### config.mk
export PLATFORM = sky130hd
export DESIGN_NAME = share_tick_agent
export DESIGN_NICKNAME = d
export VERILOG_FILES = /design/src/rtl/share_tick_pkg.sv /design/src/rtl/sta_sync.sv /design/src/rtl/sta_phase_gen.sv /design/src/rtl/sta_tick_events.sv /design/src/rtl/sta_stall_wd.sv /design/src/rtl/share_tick_agent.sv
export SDC_FILE = /design/constraint.sdc
export NUM_CORES = 1
export LEC_CHECK = 0
export BUFFER_PORTS_ARGS = -buffer_cell sky130_fd_sc_hd__buf_2
export CELL_PAD_IN_SITES_DETAIL_PLACEMENT = 2
export CELL_PAD_IN_SITES_GLOBAL_PLACEMENT = 2
export CORE_MARGIN = 10
export CORE_UTILIZATION = 30
export CTS_CLUSTER_SIZE = 40
export DETAILED_ROUTE_END_ITERATION = 8
export PLACE_DENSITY = 0.82
export SLEW_MARGIN = 20
export SYNTH_ARGS = -nofsm -noshare
export SYNTH_HDL_FRONTEND = slang
export SYNTH_SLANG_ARGS = --single-unit
### constraint.sdc
create_clock -name clk -period 7.8 [get_ports clk]
set_input_delay 1.56 -clock clk [delete_from_list [all_inputs] [get_ports clk]]
set_output_delay 1.56 -clock clk [all_outputs]
set_load 0.01 [all_outputs]
### src/rtl/share_tick_pkg.sv
package share_tick_pkg;
  // Line-drive phase of the agent
  typedef enum logic [1:0] {
    PH_HOLD = 2'd0,  // held low: not ready or fault
    PH_LOW  = 2'd1,  // own low half
    PH_WAIT = 2'd2,  // released, waiting to see the line high
    PH_HIGH = 2'd3   // own high half
  } phase_t;
endpackage

### src/rtl/sta_sync.sv
module sta_sync #(
  parameter int STAGES = 2
) (
  input  logic clk,
  input  logic rst_n,
  input  logic d_i,
  output logic level_o,
  output logic rise_o
);
  // STAGES synchronizer flops plus one edge register
  logic [STAGES:0] sh;

  always_ff @(posedge clk or negedge rst_n) begin
    if (!rst_n) sh <= '0;
    else        sh <= {sh[STAGES-1:0], d_i};
  end

  assign level_o = sh[STAGES-1];
  assign rise_o  = sh[STAGES-1] & ~sh[STAGES];
endmodule

### src/rtl/sta_phase_gen.sv
module sta_phase_gen
  import share_tick_pkg::*;
#(
  parameter int HALF_DIV = 250
) (
  input  logic clk,
  input  logic rst_n,
  input  logic hold_i,
  input  logic line_lvl_i,
  output logic pull_o
);
  localparam int CW = (HALF_DIV > 2) ? $clog2(HALF_DIV) : 1;
  localparam logic [CW-1:0] LAST = CW'(HALF_DIV - 1);

  phase_t        ph;
  logic [CW-1:0] cnt;

  always_ff @(posedge clk or negedge rst_n) begin
    if (!rst_n) begin
      ph  <= PH_HOLD;
      cnt <= '0;
    end else if (hold_i) begin
      ph  <= PH_HOLD;
      cnt <= '0;
    end else begin
      unique case (ph)
        PH_HOLD: begin
          ph  <= PH_WAIT;
          cnt <= '0;
        end
        PH_LOW: begin
          if (cnt == LAST) begin
            ph  <= PH_WAIT;
            cnt <= '0;
          end else begin
            cnt <= cnt + 1'b1;
          end
        end
        PH_WAIT: begin
          // stretch: another device may still hold the line low
          if (line_lvl_i) begin
            ph  <= PH_HIGH;
            cnt <= '0;
          end
        end
        PH_HIGH: begin
          // track: an early low from another device starts our low half
          if (!line_lvl_i || cnt == LAST) begin
            ph  <= PH_LOW;
            cnt <= '0;
          end else begin
            cnt <= cnt + 1'b1;
          end
        end
        default: begin
          ph  <= PH_HOLD;
          cnt <= '0;
        end
      endcase
    end
  end

  assign pull_o = (ph == PH_HOLD) || (ph == PH_LOW);
endmodule

### src/rtl/sta_tick_events.sv
module sta_tick_events #(
  parameter int CNT_W = 16
) (
  input  logic             clk,
  input  logic             rst_n,
  input  logic             hold_i,
  input  logic             rise_i,
  input  logic [CNT_W-1:0] on_at_i,
  input  logic [CNT_W-1:0] off_at_i,
  output logic [CNT_W-1:0] tick_o,
  output logic             started_o,
  output logic             tz_o,
  output logic             on_evt_o,
  output logic             off_evt_o,
  output logic             rail_o
);
  localparam logic [CNT_W-1:0] TOP = '1;

  logic [CNT_W-1:0] nxt;

  always_comb begin
    if (!started_o)        nxt = '0;
    else if (tick_o == TOP) nxt = tick_o;
    else                   nxt = tick_o + 1'b1;
  end

  always_ff @(posedge clk or negedge rst_n) begin
    if (!rst_n) begin
      tick_o    <= '0;
      started_o <= 1'b0;
      tz_o      <= 1'b0;
      on_evt_o  <= 1'b0;
      off_evt_o <= 1'b0;
      rail_o    <= 1'b0;
    end else if (hold_i) begin
      tick_o    <= '0;
      started_o <= 1'b0;
      tz_o      <= 1'b0;
      on_evt_o  <= 1'b0;
      off_evt_o <= 1'b0;
      rail_o    <= 1'b0;
    end else if (rise_i) begin
      tick_o    <= nxt;
      started_o <= 1'b1;
      tz_o      <= ~started_o;
      on_evt_o  <= (nxt == on_at_i);
      off_evt_o <= (nxt == off_at_i);
      if (nxt == off_at_i)     rail_o <= 1'b0;
      else if (nxt == on_at_i) rail_o <= 1'b1;
    end else begin
      tz_o      <= 1'b0;
      on_evt_o  <= 1'b0;
      off_evt_o <= 1'b0;
    end
  end
endmodule

### src/rtl/sta_stall_wd.sv
module sta_stall_wd #(
  parameter int LIMIT = 2000
) (
  input  logic clk,
  input  logic rst_n,
  input  logic hold_i,
  input  logic started_i,
  input  logic rise_i,
  output logic stall_o
);
  localparam int WW = $clog2(LIMIT + 1);
  localparam logic [WW-1:0] LAST = WW'(LIMIT - 1);

  logic [WW-1:0] cnt;

  always_ff @(posedge clk or negedge rst_n) begin
    if (!rst_n) begin
      cnt     <= '0;
      stall_o <= 1'b0;
    end else if (hold_i || !started_i || rise_i) begin
      cnt     <= '0;
      stall_o <= 1'b0;
    end else if (cnt == LAST) begin
      stall_o <= 1'b1;
    end else begin
      cnt <= cnt + 1'b1;
    end
  end
endmodule

### src/rtl/share_tick_agent.sv
module share_tick_agent #(
  parameter int HALF_DIV    = 250,
  parameter int CNT_W       = 16,
  parameter int WDOG_MULT   = 4,
  parameter int SYNC_STAGES = 2
) (
  input  logic             clk,
  input  logic             rst_n,
  input  logic             ready_i,
  input  logic             fault_i,
  input  logic [CNT_W-1:0] on_at_i,
  input  logic [CNT_W-1:0] off_at_i,
  input  logic             line_i,
  output logic             line_pull_o,
  output logic [CNT_W-1:0] tick_o,
  output logic             time_zero_o,
  output logic             on_evt_o,
  output logic             off_evt_o,
  output logic             rail_en_o,
  output logic             stall_o
);
  localparam int WD_LIMIT = WDOG_MULT * 2 * HALF_DIV;

  logic hold;
  logic line_lvl;
  logic line_rise;
  logic started;

  assign hold = ~ready_i | fault_i;

  sta_sync #(.STAGES(SYNC_STAGES)) u_sync (
    .clk     (clk),
    .rst_n   (rst_n),
    .d_i     (line_i),
    .level_o (line_lvl),
    .rise_o  (line_rise)
  );

  sta_phase_gen #(.HALF_DIV(HALF_DIV)) u_phase (
    .clk        (clk),
    .rst_n      (rst_n),
    .hold_i     (hold),
    .line_lvl_i (line_lvl),
    .pull_o     (line_pull_o)
  );

  sta_tick_events #(.CNT_W(CNT_W)) u_tick (
    .clk       (clk),
    .rst_n     (rst_n),
    .hold_i    (hold),
    .rise_i    (line_rise),
    .on_at_i   (on_at_i),
    .off_at_i  (off_at_i),
    .tick_o    (tick_o),
    .started_o (started),
    .tz_o      (time_zero_o),
    .on_evt_o  (on_evt_o),
    .off_evt_o (off_evt_o),
    .rail_o    (rail_en_o)
  );

  sta_stall_wd #(.LIMIT(WD_LIMIT)) u_wd (
    .clk       (clk),
    .rst_n     (rst_n),
    .hold_i    (hold),
    .started_i (started),
    .rise_i    (line_rise),
    .stall_o   (stall_o)
  );
endmodule

# == Yosys cells after proc, flatten, opt, wreduce, memory -nomap -nowiden ==
# Index checks and enable logic that the tools add are counted.
# op_classes
addsub,3
mul,0
div_mod_pow,0
n_lt_le_gt_ge,0
n_eq_ne,12
n_shift,0
mux,30
n_bitwise,5
n_reduce_logical,12
# op_table
cell,n
$mux 16,4
$eq 16x16->1,2
$mux 8,4
$pmux 8 s4,1
$mux 11,2
$add 16x1->16 const B,1
$eq 16x16->1 const B,1
$mux 1,14
$add 11x1->11 const B,1
$eq 11x11->1 const B,1
$add 8x1->8 const B,1
$eq 8x8->1 const B,1
$mux 2,4
$pmux 2 s4,1
$ne 3x1->1 const B,2
$eq 2x2->1 const B,2
$logic_or 1x1->1,4
$reduce_bool 2->1,2
$ne 3x2->1 const B,1
$not 1->1,3
$reduce_and 3->1,1
$reduce_bool 3->1,1
$eq 2x1->1 const B,1
$logic_not 1->1,2
other kinds (5),5
# totals
ff_bits,46
latch_bits,0
mem_bits_rw,0
mem_bits_ro,0
input_bits,37
output_inout_bits,22
word_cells,73
n_memories,0

# == Logic depth before layout (Yosys ltp) ==
# Gate-level depths: netlist (run 1).
# depth
depth_word,8
mapped_depth,12
depth_no_buf,9

# == By module ==
# Synthesis (run 1) repeated with hierarchy kept, for this count alone.
# unflattened
hier_cells,475
area_unflattened_um2,3827.4
# by_module_without_submodules
module,instances,cells_each,area_per_inst_um2,seq_area_each_um2
sta_tick_events,1,356,2571.2,525.5
sta_stall_wd,1,61,611.8,300.3
sta_phase_gen,1,53,549.3,250.2
sta_sync,1,4,88.8,75.1
share_tick_agent,1,1,6.3,0.0

# == Worst setup path before layout (run 1) ==
# No wires, ideal clock.
# synth_timing
path_type,input to register
from,in off_at_i[6]
to,reg u_tick.off_evt_o
setup_ns,0.101
t_arrival_ns,3.100
required_time_ns,7.699
setup_slack_ns,4.600
stages,8
path_buffers,0
cell_sequence,nor4_1 nor2_1 a221o_1 a311oi_1 nand4b_1 nor4_1 nand3_1 nor4_1
# synth_via
elab_chain_len,3
# synth_lines
item,line_no,rtl
"start, declared",share_tick_agent.sv:12,"input logic [CNT_W-1:0] off_at_i,"
$eq 16x16->1,sta_tick_events.sv:47,off_evt_o <= (nxt == off_at_i);
$mux 1,sta_tick_events.sv:42,end else if (rise_i) begin
$mux 1,sta_tick_events.sv:35,end else if (hold_i) begin
"end signal, assigned",sta_tick_events.sv:47,
"end, declared",sta_tick_events.sv:14,"output logic off_evt_o,"
# Every way passes these cells.
# A chain may end at the register's enable or synchronous reset.

# == Worst setup path after layout (run 1) ==
# layout_timing
from,reg u_tick.tick_o[0]
to,reg u_tick.rail_o
# layout_via
elab_chain_len,7
elab_cells_between_ends,11
cone_classes,add/sub (1); eq/ne (3); mux (5); reduce/logical (2)
# layout_lines
item,line_no,rtl
"start, declared",sta_tick_events.sv:10,"output logic [CNT_W-1:0] tick_o,"
"start signal, assigned",sta_tick_events.sv:43,tick_o <= nxt;
$add 16x1->16 / $eq 16x16->1 (equally long branches),"sta_tick_events.sv:24, sta_tick_events.sv:23",
$mux 16 *,sta_tick_events.sv:23,else if (tick_o == TOP) nxt = tick_o;
$mux 16 *,sta_tick_events.sv:22,if (!started_o) nxt = '0;
$eq 16x16->1,sta_tick_events.sv:48,if (nxt == off_at_i) rail_o <= 1'b0;
$mux 1,sta_tick_events.sv:48,
$mux 1,sta_tick_events.sv:42,
$mux 1,sta_tick_events.sv:35,
"end signal, assigned",sta_tick_events.sv:34,rail_o <= 1'b0;
"end signal, assigned",sta_tick_events.sv:48,
"end signal, assigned",sta_tick_events.sv:49,else if (nxt == on_at_i) rail_o <= 1'b1;
"end, declared",sta_tick_events.sv:15,output logic rail_o
# Every way passes the cells marked *; elsewhere a longest branch is shown, timed or not. The select of a mux whose other input is x is not followed.

==> qor.txt, run 1 <==
Status -> finished clean
Initial antenna violation count -> 0
Power Internal -> 0.372 mW
Antenna Nets Post-Route -> 0
# Post-CTS Setup Buffers -> 0
Commonest non-fill, non-tap cells in the layout -> buf_2 (57), dfrtp_1 (46), nor2_1 (39), nand2_1 (34), o21ai_0 (33)
Grt total ovfl -> 0
Critical path peak fanout -> 10
Area grow syn2layout -> 15.2%
Most common cell after layout, fill and taps aside -> buf_2
CTS tree -> yes
Reg2reg setup slack -> 3.70 ns
# rows -> 38
Final setup viols -> 0
Leakage -> 1.60 nW
NetSw -> 0.123 mW
Share of layout cells above drive strength 1 -> 16.8%
Die span in y -> 126 µm
CP endpoint kind -> flip-flop
Clock transition at path regs -> 0.07 ns
Clk root buf -> clkbuf_16
Net Count, Synth -> 464
Port buffer count -> 58
Slowest-stage cell, CP -> nor4_2
Top cells by area, synth -> dfrtp_1 (34%), o21ai_0 (4.9%), nor2_1 (4.3%)
Global Route Usage Sum -> 15.6%
Routed wire per std cell -> 21.1 µm
Maximum VDD drop -> 74.4 µV
Final Hold Fails -> 0
Worst skew pair latency -> 0.29 ns
Sequential Power Share -> 49.0%
Cells after Synth -> 423
Synth cell types -> 60
Final core utilization -> 35.7%
Worst hold slack -> 0.373 ns
Clock share of power -> 42.4%
Maxcap violations -> 0
Ports -> 59
Die X -> 126 µm
Sequential-to-total area share from yosys stat -> 33.9%
Die Area -> 16000 µm²
Reg2Reg Depth -> 10
Cell Area, Synth -> 3390 µm²
Detailed Routing Iterations Pass 1 -> 4
Max Slew Vio Count -> 0
Max Fclk -> 244 MHz
Switching Fraction -> 24.8%
# clock sinks -> 46
Final period util -> 52.6%
Ant diodes -> 0
First-pass GRT wire length -> 20900 µm
Worst setup endpoint -> u_tick.rail_o
Synth Register Bits -> 46
Core area -> 10900 µm²
Hpwl dp -> 9690 µm
Inst Count DP -> 597
Initial Util -> 31.0%
RSZ-0062 raised after global routing -> false
Nets -> 505
Worst R2R Start -> u_tick.tick_o[0]
Worst Tran Pin Value -> 0.999 ns
H-Tree Depth -> 2
TritonCTS buffer count -> 5
Setup tns final -> 0 ns
Hold_buf cts -> 0
Type of origin of the critical path -> flip-flop
Clock skew -> 0.00581 ns
Largest net degree at the start of global routing -> 47
Syn Area/Cell -> 8.02 µm²
Minimum clock period -> 4.10 ns
Worst EP required -> 7.98 ns
Yosys warning total -> 0
Delay of the slowest critical-path stage -> 0.75 ns
Via count -> 3524
CP Cell Sequence -> ha_1 -> nand4_4 -> nor4_2 -> buf_4 -> nor4_1 -> o21ai_0 -> xnor2_1 -> a2111oi_0 -> nand4_1 -> o211a_1
Post-synth EDFFs -> 0
Residual DRC -> 0
Placer congestion estimate -> 0.879
Gate power share -> 8.6%
Synth area leader -> dfrtp_1
Post-Layout Cell Count -> 604
Drt via density -> 5.83
Critical path class -> reg -> reg
HP Class -> reg -> reg
Worst setup path startpoint -> u_tick.tick_o[0]
R2r endpoint -> u_tick.rail_o
Pwr/cell area -> 127 nW/µm²
Top FF cell, synth -> dfrtp_1
DR iter-0 viols -> 157
Fillers -> 1276
Share of the synthesized area in the top cell type -> 33.9%
Post-CTS Resized -> 0
Async S/R FF share, synth -> 100%
Clk buf depth -> 2
Slew margin rel. -> 32.9%
Detailed Route WL -> 12800 µm
Vias in the first global route -> 3858
CP arrival -> 4.28 ns
[final cells by class]
type	count	area, µm²	share of cell area (%)
multi-input combinational	341	2100	53.7
clock inverter	2	10.0	0.256
sequential	46	1150	29.4
clock buffer	5	125	3.20
timing repair buffer	61	315	8.07
tap	140	175	4.48
inverter	9	33.8	0.864
[how the worst min path moves through the flow]
stage | startpoint | end | slack, ns | depth (start not counted)
6_report | u_sync.sh[0] | u_sync.sh[1] | 0.37 | 0
5_1_grt | u_sync.sh[0] | u_sync.sh[1] | 0.39 | 0
4_1_cts | u_sync.sh[0] | u_sync.sh[1] | 0.37 | 0
3_5_place_dp | u_sync.sh[0] | u_sync.sh[1] | 0.36 | 0
3_3_place_gp | u_sync.sh[0] | u_sync.sh[1] | 0.33 | 0
2_1_floorplan | u_sync.sh[0] | u_sync.sh[1] | 0.33 | 0
[registers in the layout (all words and copies together) (netlist names)]
register,count
u_phase.cnt,8
u_phase.ph,2
u_sync.sh,3
u_tick.off_evt_o,1
u_tick.on_evt_o,1
u_tick.rail_o,1
u_tick.started_o,1
u_tick.tick_o,16
u_tick.tz_o,1
u_wd.cnt,11
u_wd.stall_o,1
[critical path: cells and delay by family, from the launching register on]
family          cells  cell delay [ns]
compound gates      3             1.39
xor+xnor            1             0.18
fa+ha+maj           1             0.42
simple gates        4             1.22
flops               1             0.48
buf+inv             1             0.30
[Yosys cell counts, types with 2 or more instances]
cell type / instances
dfrtp_1: 46
nor2_1: 39
nand2_1: 34
o21ai_0: 33
a21oi_1: 27
nand3_1: 26
and3_1: 20
nor3_1: 16
xnor2_1: 14
clkbuf_1: 13
buf_2: 12
xor2_1: 12
nand4_1: 11
nor4_1: 11
inv_1: 9
nand2b_1: 9
o31ai_1: 8
mux2i_1: 6
nor2b_1: 6
a31oi_1: 4
ha_1: 4
a211oi_1: 3
a21o_1: 3
and4_1: 3
nand3b_1: 3
nand4b_1: 3
o211ai_1: 3
or3_1: 3
a2111oi_0: 2
a221oi_1: 2
buf_1: 2
o2111ai_1: 2
o2bb2ai_1: 2
o311ai_0: 2
o31a_1: 2
o41ai_1: 2
or2_2: 2
or4_1: 2
[power by group through the flow]
stage / logic [mW] / registers [mW] / clock network (mW)
after floorplan: 0.0187 / 0.246 / 0
after global placement: 0.0405 / 0.247 / 0
after detailed placement: 0.0428 / 0.247 / 0
after CTS: 0.0430 / 0.242 / 0.217
after global routing: 0.0476 / 0.243 / 0.228
final: 0.0427 / 0.243 / 0.210
[metrics by stage]
stage                     setup slack [ns]  instance area (µm²)  power, mW
after floorplan                       4.60                 3390      0.265
after global placement                4.06                 3760      0.287
after detailed placement              3.98                 3760      0.290
after CTS                             3.70                 3900      0.503
after global routing                  3.34                 3910      0.518
final                                 3.70                 3910      0.495
[layer usage]
metal	global-route usage [%]	share of wire, %	vias to the layer above
li1	-	-	1633
met1	18.2	42	1796
met2	28.2	52	78
met3	2.92	4.7	17
met4	4.69	2.0	0
met5	0	0	-
[cells by family (layout without fill, tap and decap cells)]
| logic type | Yosys count | after routing | share of synthesized area [%] |
|---|---|---|---|
| muxes | 7 | 7 | 2.21 |
| DFF | 46 | 46 | 33.9 |
| AOI/OAI and AO/OA | 109 | 109 | 20.8 |
| xor gates and xnor gates | 26 | 26 | 6.71 |
| adders and majority gates | 4 | 4 | 1.47 |
| buffers and inverters | 36 | 77 | 4.42 |
| and+or+nand+nor | 195 | 195 | 30.5 |
Note: power is estimated with default switching activity, not from simulation.
==> inputs of run 2 (changes only) <==
PLACE_DENSITY = 0.85   (was 0.82)
clock period = 3.7 ns   (was 7.8 ns; I/O delays follow)
==> run 2 against run 1 <==
Net effect: largest power group is now clock; global-route usage grew 1.1 points; largest cell class unchanged; final cell count grew 2.8%; hold slack lost 0.026 ns; critical path type unchanged; non-clock buffer count grew 16; via count grew 2.1%; combinational power grew 120%; first-iteration DRC count grew 20%; critical endpoint is now u_tick.off_evt_o; setup slack lost 3.5 ns.
==> qor.txt, run 2 (synthesis gave the netlist of run 1 again) <==
Residual DRC -> 0 (unchanged)
Largest net degree at the start of global routing -> 47 (unchanged)
TritonCTS buffer count -> 5 (unchanged)
Vias in the first global route -> 3895 (was 3858)
Die X -> 126 µm (unchanged)
Die Area -> 16000 µm² (unchanged)
Status -> finished clean (unchanged)
Fillers -> 1270 (was 1276)
Clock transition at path regs -> 0.07 ns (about the same)
# Post-CTS Setup Buffers -> 0 (unchanged)
Via count -> 3599 (was 3524)
Most common cell after layout, fill and taps aside -> buf_2 (unchanged)
Worst EP required -> 3.87 ns (was 7.98 ns)
Initial Util -> 31.0% (unchanged)
Slew margin rel. -> 40.6% (was 32.9%)
Clk root buf -> clkbuf_16 (unchanged)
Final core utilization -> 37.1% (was 35.7%)
CTS tree -> yes (unchanged)
Hold_buf cts -> 0 (unchanged)
Nets -> 521 (was 505)
Type of origin of the critical path -> flip-flop (unchanged)
Critical path peak fanout -> 10 (unchanged)
Max Fclk -> 284 MHz (was 244 MHz)
Initial antenna violation count -> 0 (unchanged)
Final Hold Fails -> 0 (unchanged)
Detailed Routing Iterations Pass 1 -> 4 (unchanged)
Port buffer count -> 58 (unchanged)
Ports -> 59 (unchanged)
CP endpoint kind -> flip-flop (unchanged)
DR iter-0 viols -> 189 (was 157)
Core area -> 10900 µm² (unchanged)
Minimum clock period -> 3.52 ns (was 4.10 ns)
Share of layout cells above drive strength 1 -> 19.5% (was 16.8%)
Setup tns final -> 0 ns (unchanged)
R2r endpoint -> u_tick.off_evt_o (was u_tick.rail_o)
Worst setup path startpoint -> u_tick.tick_o[1] (was u_tick.tick_o[0])
Max reg flops -> 16 (unchanged)
Pwr/cell area -> 277 nW/µm² (was 127 nW/µm²)
CP arrival -> 3.69 ns (was 4.28 ns)
Top Registers -> u_tick.tick_o x16, u_wd.cnt x11, u_phase.cnt x8 (unchanged)
Worst R2R Start -> u_tick.tick_o[1] (was u_tick.tick_o[0])
H-Tree Depth -> 2 (unchanged)
Worst skew pair latency -> 0.29 ns (about the same)
Final period util -> 95.1% (was 52.6%)
Maximum VDD drop -> 151 µV (was 74.4 µV)
Commonest non-fill, non-tap cells in the layout -> buf_2 (57), dfrtp_1 (46), nor2_1 (39), nand2_1 (34), o21ai_0 (33) (unchanged)
Critical path class -> reg -> reg (unchanged)
Routed wire per std cell -> 22.0 µm (was 21.1 µm)
Biggest register -> u_tick.tick_o (unchanged)
Ant diodes -> 0 (unchanged)
Hpwl dp -> 10500 µm (was 9690 µm)
Post-CTS Resized -> 0 (unchanged)
Maxcap violations -> 0 (unchanged)
Antenna Nets Post-Route -> 0 (unchanged)
RSZ-0062 raised after global routing -> false (unchanged)
Drt via density -> 5.80 (was 5.83)
Final setup viols -> 0 (unchanged)
Max Slew Vio Count -> 0 (unchanged)
Grt total ovfl -> 0 (unchanged)
Worst setup endpoint -> u_tick.off_evt_o (was u_tick.rail_o)
HP Class -> reg -> reg (unchanged)
Clk buf depth -> 2 (unchanged)
# clock sinks -> 46 (unchanged)
Detailed Route WL -> 13700 µm (was 12800 µm)
Reg2reg setup slack -> 0.18 ns (was 3.70 ns)
First-pass GRT wire length -> 21900 µm (was 20900 µm)
Worst Tran Pin Value -> 0.884 ns (was 0.999 ns)
Clock skew -> 0.00804 ns (was 0.00581 ns)
Global Route Usage Sum -> 16.7% (was 15.6%)
Die span in y -> 126 µm (unchanged)
Leakage -> 1.69 nW (was 1.60 nW)
Reg2Reg Depth -> 10 (unchanged)
# rows -> 38 (unchanged)
Placer congestion estimate -> 0.857 (was 0.879)
Area grow syn2layout -> 19.7% (was 15.2%)
run 2: metal layers:
metal / vias to the layer above / wire (µm) / track usage, %
met4: 0 / 158 / 3.15
met1: 1854 / 5940 / 20.4
met2: 60 / 7160 / 30.2
li1: 1673 / - / -
met5: - / 0 / 0
met3: 12 / 426 / 2.79
run 2: per-stage QoR:
step                hold WS, ns  power [mW]  area [µm²]  setup slack, ns  instances
global route              0.370        1.17        4060           0.0350        621
CTS                       0.350        1.13        4050            0.260        621
floorplan                 0.331       0.558        3390            0.700        423
global placement          0.334       0.610        3880            0.463        613
finish                    0.347        1.12        4060            0.183        621
detailed placement        0.336       0.614        3880            0.329        613
run 2: final cells by class:
cell class	count	area, µm²	share of cell area [%]
multi-input combinational	341	2100	51.7
sequential	46	1150	28.4
timing repair buffer	77	435	10.7
tap	140	175	4.31
clock buffer	6	129	3.17
clock inverter	2	37.5	0.925
inverter	9	33.8	0.832
run 2: worst min path at each step:
stage | cells past startpoint | slack, ns | start | to
final | 0 | 0.35 | u_sync.sh[0] | u_sync.sh[1]
after CTS | 0 | 0.35 | u_sync.sh[0] | u_sync.sh[1]
after global placement | 0 | 0.33 | u_sync.sh[0] | u_sync.sh[1]
after detailed placement | 0 | 0.34 | u_sync.sh[0] | u_sync.sh[1]
after global routing | 0 | 0.37 | u_sync.sh[0] | u_sync.sh[1]
after floorplan | 0 | 0.33 | u_sync.sh[0] | u_sync.sh[1]
run 2: where the power goes:
group | switching [mW] | total [mW] | leakage, nW | internal, mW
Sequential | 0.00487 | 0.511 | 0.634 | 0.506
Combinational | 0.0592 | 0.0947 | 0.982 | 0.0355
Clock | 0.199 | 0.518 | 0.0771 | 0.319
Total | 0.263 | 1.12 | 1.69 | 0.861
run 2: worst max-delay path: stages (launching register included):
cell,delay [ns]
dfrtp_1,0.44
ha_1,0.25
nand4_4,0.14
or4_1,0.79
buf_4,0.27
and3_1,0.16
o21ai_1,0.15
nand4b_1,0.11
nor4_1,0.60
nand3_1,0.15
nor4_1,0.33
